### src/rtl/rcpd_pkg.sv
package rcpd_pkg;
    typedef enum logic [1:0] {
        CH_IDLE  = 2'd0,
        CH_HIGH  = 2'd1,
        CH_STUCK = 2'd2,
        CH_LOST  = 2'd3
    } ch_state_e;
endpackage

### src/rtl/rcpd_timebase.sv
module rcpd_timebase #(
    parameter int CLK_PER_US = 50,
    parameter int TS_W       = 16,
    parameter int GRID_US    = 60,
    localparam int PW = (CLK_PER_US > 1) ? $clog2(CLK_PER_US) : 1,
    localparam int GW = $clog2(GRID_US)
) (
    input  logic            clk,
    input  logic            rst_n,
    output logic            tick_o,
    output logic [TS_W-1:0] now_o,
    output logic [GW-1:0]   phase_o
);
    typedef struct packed {
        logic [PW-1:0]   presc;
        logic [TS_W-1:0] now;
        logic [GW-1:0]   phase;
    } tb_s;

    tb_s tb_d, tb_q;

    always_comb begin
        tb_d   = tb_q;
        tick_o = (tb_q.presc == PW'(CLK_PER_US - 1));
        if (tick_o) begin
            tb_d.presc = '0;
            tb_d.now   = tb_q.now + TS_W'(1);
            tb_d.phase = (tb_q.phase == GW'(GRID_US - 1)) ? '0 : tb_q.phase + GW'(1);
        end else begin
            tb_d.presc = tb_q.presc + PW'(1);
        end
    end

    always_ff @(posedge clk or negedge rst_n) begin
        if (!rst_n) tb_q <= '0;
        else        tb_q <= tb_d;
    end

    assign now_o   = tb_q.now;
    assign phase_o = tb_q.phase;
endmodule

### src/rtl/rcpd_channel.sv
module rcpd_channel
    import rcpd_pkg::*;
#(
    parameter int TS_W            = 16,
    parameter int GRID_US         = 60,
    parameter int GRID_TOL_US     = 2,
    parameter int MAX_HIGH_US     = 3000,
    parameter int RISE_TIMEOUT_US = 25000,
    localparam int GW  = $clog2(GRID_US),
    localparam int LIM = (MAX_HIGH_US > RISE_TIMEOUT_US) ? MAX_HIGH_US : RISE_TIMEOUT_US,
    localparam int CW  = $clog2(LIM + 2)
) (
    input  logic            clk,
    input  logic            rst_n,
    input  logic            pulse_i,
    input  logic            tick_i,
    input  logic [TS_W-1:0] now_i,
    input  logic [GW-1:0]   phase_i,
    output logic [TS_W-1:0] width_o,
    output logic            valid_o,
    output logic            off_grid_o,
    output logic            fin_o,
    output logic            rise_o
);
    typedef struct packed {
        logic            s1;
        logic            s2;
        logic            lvl;
        ch_state_e       state;
        logic [CW-1:0]   cnt;
        logic [TS_W-1:0] rise_ts;
        logic [TS_W-1:0] width;
        logic            valid;
        logic            off_grid;
        logic            fin;
    } ch_s;

    ch_s ch_d, ch_q;
    logic rise, fall;

    always_comb begin
        ch_d     = ch_q;
        ch_d.fin = 1'b0;
        ch_d.s1  = pulse_i;
        ch_d.s2  = ch_q.s1;
        ch_d.lvl = ch_q.s2;
        rise     = ch_q.s2 & ~ch_q.lvl;
        fall     = ~ch_q.s2 & ch_q.lvl;
        unique case (ch_q.state)
            CH_IDLE, CH_LOST: begin
                if (rise) begin
                    ch_d.state   = CH_HIGH;
                    ch_d.rise_ts = now_i;
                    ch_d.cnt     = '0;
                end else if (ch_q.state == CH_IDLE && tick_i) begin
                    if (ch_q.cnt + CW'(1) >= CW'(RISE_TIMEOUT_US)) begin
                        ch_d.state = CH_LOST;
                        ch_d.valid = 1'b0;
                        ch_d.fin   = 1'b1;
                    end else begin
                        ch_d.cnt = ch_q.cnt + CW'(1);
                    end
                end
            end
            CH_HIGH: begin
                if (fall) begin
                    ch_d.state    = CH_IDLE;
                    ch_d.cnt      = '0;
                    ch_d.width    = now_i - ch_q.rise_ts;
                    ch_d.valid    = 1'b1;
                    ch_d.off_grid = (phase_i > GW'(GRID_TOL_US)) &&
                                    (phase_i < GW'(GRID_US - GRID_TOL_US));
                    ch_d.fin      = 1'b1;
                end else if (tick_i) begin
                    if (ch_q.cnt >= CW'(MAX_HIGH_US)) begin
                        ch_d.state = CH_STUCK;
                        ch_d.valid = 1'b0;
                        ch_d.fin   = 1'b1;
                    end else begin
                        ch_d.cnt = ch_q.cnt + CW'(1);
                    end
                end
            end
            CH_STUCK: begin
                if (fall) begin
                    ch_d.state = CH_IDLE;
                    ch_d.cnt   = '0;
                end
            end
            default: ch_d.state = CH_IDLE;
        endcase
    end

    always_ff @(posedge clk or negedge rst_n) begin
        if (!rst_n) ch_q <= '0;
        else        ch_q <= ch_d;
    end

    assign width_o    = ch_q.width;
    assign valid_o    = ch_q.valid;
    assign off_grid_o = ch_q.off_grid;
    assign fin_o      = ch_q.fin;
    assign rise_o     = rise;
endmodule

### src/rtl/rcpd_frame.sv
module rcpd_frame #(
    parameter int NUM_CH = 8
) (
    input  logic              clk,
    input  logic              rst_n,
    input  logic [NUM_CH-1:0] fin_i,
    input  logic [NUM_CH-1:0] rise_i,
    output logic              frame_done_o
);
    typedef struct packed {
        logic [NUM_CH-1:0] mask;
        logic              done;
    } fr_s;

    fr_s fr_d, fr_q;
    logic all_q;
    logic [NUM_CH-1:0] base;

    always_comb begin
        all_q     = &fr_q.mask;
        base      = (all_q && |rise_i) ? '0 : fr_q.mask;
        fr_d.mask = base | fin_i;
        fr_d.done = (&fr_d.mask) && !all_q;
    end

    always_ff @(posedge clk or negedge rst_n) begin
        if (!rst_n) fr_q <= '0;
        else        fr_q <= fr_d;
    end

    assign frame_done_o = fr_q.done;
endmodule

### src/rtl/rc_pulse_decoder.sv
module rc_pulse_decoder #(
    parameter int NUM_CH          = 8,
    parameter int CLK_PER_US      = 50,
    parameter int TS_W            = 16,
    parameter int GRID_US         = 60,
    parameter int GRID_TOL_US     = 2,
    parameter int MAX_HIGH_US     = 3000,
    parameter int RISE_TIMEOUT_US = 25000
) (
    input  logic                        clk,
    input  logic                        rst_n,
    input  logic [NUM_CH-1:0]           pulse_in,
    output logic [NUM_CH-1:0][TS_W-1:0] width_o,
    output logic [NUM_CH-1:0]           valid_o,
    output logic [NUM_CH-1:0]           off_grid_o,
    output logic                        frame_done_o
);
    localparam int GW = $clog2(GRID_US);

    logic              tick;
    logic [TS_W-1:0]   now;
    logic [GW-1:0]     phase;
    logic [NUM_CH-1:0] fin;
    logic [NUM_CH-1:0] rise;

    rcpd_timebase #(.CLK_PER_US(CLK_PER_US), .TS_W(TS_W), .GRID_US(GRID_US)) u_time (
        .clk(clk), .rst_n(rst_n), .tick_o(tick), .now_o(now), .phase_o(phase)
    );

    for (genvar i = 0; i < NUM_CH; i++) begin : g_ch
        rcpd_channel #(
            .TS_W(TS_W), .GRID_US(GRID_US), .GRID_TOL_US(GRID_TOL_US),
            .MAX_HIGH_US(MAX_HIGH_US), .RISE_TIMEOUT_US(RISE_TIMEOUT_US)
        ) u_ch (
            .clk(clk), .rst_n(rst_n), .pulse_i(pulse_in[i]), .tick_i(tick),
            .now_i(now), .phase_i(phase), .width_o(width_o[i]), .valid_o(valid_o[i]),
            .off_grid_o(off_grid_o[i]), .fin_o(fin[i]), .rise_o(rise[i])
        );
    end

    rcpd_frame #(.NUM_CH(NUM_CH)) u_frame (
        .clk(clk), .rst_n(rst_n), .fin_i(fin), .rise_i(rise), .frame_done_o(frame_done_o)
    );
endmodule

### config.mk
export PLATFORM = sky130hd
export DESIGN_NAME = rc_pulse_decoder
export DESIGN_NICKNAME = d
export VERILOG_FILES = /design/src/rtl/rcpd_pkg.sv /design/src/rtl/rcpd_timebase.sv /design/src/rtl/rcpd_channel.sv /design/src/rtl/rcpd_frame.sv /design/src/rtl/rc_pulse_decoder.sv
export SDC_FILE = /design/constraint.sdc
export NUM_CORES = 1
export LEC_CHECK = 0
export CORE_UTILIZATION = 59
export CTS_BUF_LIST = sky130_fd_sc_hd__clkbuf_4
export DETAILED_ROUTE_END_ITERATION = 8
export GPL_TIMING_DRIVEN = 0
export PLACE_DENSITY = 0.85
export SYNTH_ARGS = -nofsm -noshare
export SYNTH_HDL_FRONTEND = slang
export SYNTH_SLANG_ARGS = --single-unit
### constraint.sdc
create_clock -name clk -period 4 [get_ports clk]
set_clock_uncertainty 0.2 [all_clocks]
set_input_delay 0.8 -clock clk [delete_from_list [all_inputs] [get_ports clk]]
set_output_delay 0.8 -clock clk [all_outputs]
set_load 0.1 [all_outputs]
==> impl_results.md <==
- Final setup viols: 0
- Die area: 50200 sq um
- Die width: 224 um
- Worst Setup End Kind: register
- GR Util All Layers: 0.314
- Final Util: 0.692
- I/O pin count: 155
- WP data arrival: 4.64 ns
- Die Y: 224 um
- Yosys top cell by area: dfrtp_1
- Final #Nets: 3791
- Post-DP HPWL: 52800 um
- Clk buf depth: 3
- # port buffers: 154
- Synth Flop Type: dfrtp_1
- Distinct cells, synth: 84
- Initial detailed-routing violation count: 2622
- Layout cells sized above 1: 0.122
- Post-Syn Instances: 3304
- Clk pin slew, worst setup/hold paths: 0.06 ns
- Final WS setup: 0.0324 ns
- Initial DRT Pass Iterations: 6
- Hold WS: 0.0956 ns
- Num Clock Sinks: 477
- CTS tree: done
- Top-area cell type share of the netlist area: 0.411
- Post-route minimum period: 3.97 ns
- Mapped Nets: 3486
- Slew of the pin with the lowest slew margin: 1.18 ns
- RSZ-0062 raised after global routing: false
- Peak Freq: 252 MHz
- Synth area leaders: dfrtp_1 41%, o21ai_0 7.5%, ha_1 7.1%
- Initial Util: 0.604
- Total length of routed wires: 77700 um
- GP Congestion: 0.922
- #FFs+latches synth: 477
- Slew HR: 0.193
- Crit-path max FO: 10
- EDFF count, synth: 0
- Power per cell area: 429 nW/um^2
- Worst min-delay path category: in2reg
- Num CTS Buffers: 133
- PnR Total Power: 14300 uW
- Grt ovf: 0
- Outcome: finished clean
- # H-tree levels: 4
- # rows: 80
- Post-synthesis xor/xnor area fraction: 0.0401
- Post-synthesis sequential area ratio: 0.411
- Avg Vias per Cell: 5.92
- Synth Area in Simple Gates: 0.175
- Drc violations: 0
- Vias in the first global route: 24400
- Fin. Hold Viols: 0
- Setup CP Type: reg2reg
- Routed len/inst: 17.9 um
- Mux share of post-synthesis cell area: 0.0139
- Async SR Flop Fraction: 1.00
- Mean Syn Cell Area: 8.80 sq um
- Compound-Gate Fraction of Synth Area: 0.203
- Antenna Nets Post-Route: 0
- Fillcell total: 3746
- Final Cycle Share: 0.992
- Largest family of logic cells by synthesized area: compound AO/OA/AOI/OAI gates
- P_leak: 0.0146 uW
- First-pass GRT wire length: 125000 um
- Largest net degree at the start of global routing: 126
- CP startpoint kind: register
- Commonest non-fill, non-tap cell in the layout: dfrtp_1
- Core Box Area: 48100 sq um
- Vias post-DR: 25800
- Place WS: -0.940 ns
- Commonest non-fill, non-tap cells in the layout: 476 x dfrtp_1, 432 x o21ai_0, 379 x nand2_1
- VDD IR-drop max: 0.493 mV
- Initial antenna violation count: 2
- Adder-cell share of the synthesized area: 0.0761
- Max-slew violations: 0
- Later-pin clock latency in the skew report: 1.00 ns
- Worst EP required: 4.67 ns
- Root buf cell: clkbuf_4
- Syn Std Cell Area: 29100 sq um
- Area grow syn2layout: 14.7%
- Max Cap Viol: 0
- YS warnings: 0
path summary, 6_finish.rpt:
path	from	to	slack [ns]	cells past startpoint
worst min register to register	g_ch[7].u_ch.ch_d[53]	g_ch[7].u_ch.ch_d[52]	0.15	0
min in group asynchronous	rst_n	g_ch[4].u_ch.ch_q[43]	0.14	2
worst max register to register	u_time.tb_q[23]	g_ch[4].u_ch.fin_o	0.03	9
worst max-delay path	u_time.tb_q[23]	g_ch[4].u_ch.fin_o	0.03	9
worst min-delay path	pulse_in[5]	g_ch[5].u_ch.ch_d[53]	0.1	1
max in group asynchronous	rst_n	g_ch[2].u_ch.width_o[9]	2.05	4
logic make-up after synthesis:
group                    count (synthesis)
adder cells (fa/ha/maj)                172
XOR/XNOR                               133
multiplexers                            37
flip-flops                             477
AO/OA/AOI/OAI                          959
AND/OR/NAND/NOR                       1054
buffers and inverters                  472
state kept, by name, summed over array words and instances (netlist names):
name / count
u_time.now_o: 16
g_ch.u_ch.ch_q: 272
u_frame.frame_done_o: 1
g_ch.u_ch.width_o: 128
g_ch.u_ch.valid_o: 8
g_ch.u_ch.off_grid_o: 8
g_ch.u_ch.ch_d: 16
u_time.tb_q: 6
g_ch.u_ch.fin_o: 8
u_frame.fr_q: 8
u_time.phase_o: 6
metrics by stage:
stage	TNS (ns)	instances	instance area (sq um)
global route	0	4354	33300
finish	0	4354	33300
global placement	-9008.02	4114	31400
CTS	0	4352	33300
detailed placement	-27.90	4119	31600
floorplan	0	3304	29100
cell usage after synthesis, types with 20 or more instances:
cell type	count
a21oi_1	125
o41ai_1	31
xnor2_1	72
nand3_1	97
o21a_1	20
nor2b_1	47
buf_4	147
o31ai_1	93
nor2_1	201
nand2_1	379
or3_1	28
a21o_1	38
xor2_1	61
and3_1	47
mux2_2	26
nand4_1	23
nor3_1	55
inv_1	188
clkbuf_1	117
a31oi_1	47
o211ai_1	26
and2_1	32
dfrtp_1	477
o21ai_0	433
nand2b_1	64
ha_1	164
worst max-delay path: stages (launching register included):
cell and delay (ns):
dfrtp_1 0.39, inv_1 0.06, ha_1 0.15, and4_1 0.31, clkdlybuf4s15_1 0.78, clkbuf_2 0.50
clkbuf_1 0.63, buf_1 0.53, nand2_1 0.11, a21oi_1 0.19
power by group:
group	switching, uW	total [uW]	internal, uW	leakage [uW]
combinational	3170	4500	1330	0.00712
sequential	251	5360	5110	0.00653
clock	2100	4440	2340	0.000985
total	5520	14300	8780	0.0146
repair_timing:
action | 4_1_cts | 5_1_grt
buffers inserted | 6 | 0
gates resized for setup | 7 | 7
hold buffers | 6 | 0
hold endpoints to repair | 143 | 0
endpoints found under the setup margin | 50 | 25
cell type report:
type                    count  area (sq um)  share of cell area
multi-input cells        2355         14800               0.444
flip-flops and latches    477         11900               0.358
repair buffers            171          1780              0.0533
plain buffers             283          1660              0.0497
clock buffers             195          1460              0.0439
well taps                 656           821              0.0246
inverters                 188           713              0.0214
clock inverters            26           156             0.00469
diodes                      3          7.51            0.000225
layer usage:
layer / vias up / global-route usage / routed length (um)
met1: 12200 / 0.421 / 32800
met5: - / 0 / 0
met2: 1113 / 0.477 / 35000
met4: 0 / 0.164 / 3390
li1: 12200 / - / -
met3: 260 / 0.0686 / 6570
Power figures use the tool's default switching activity.
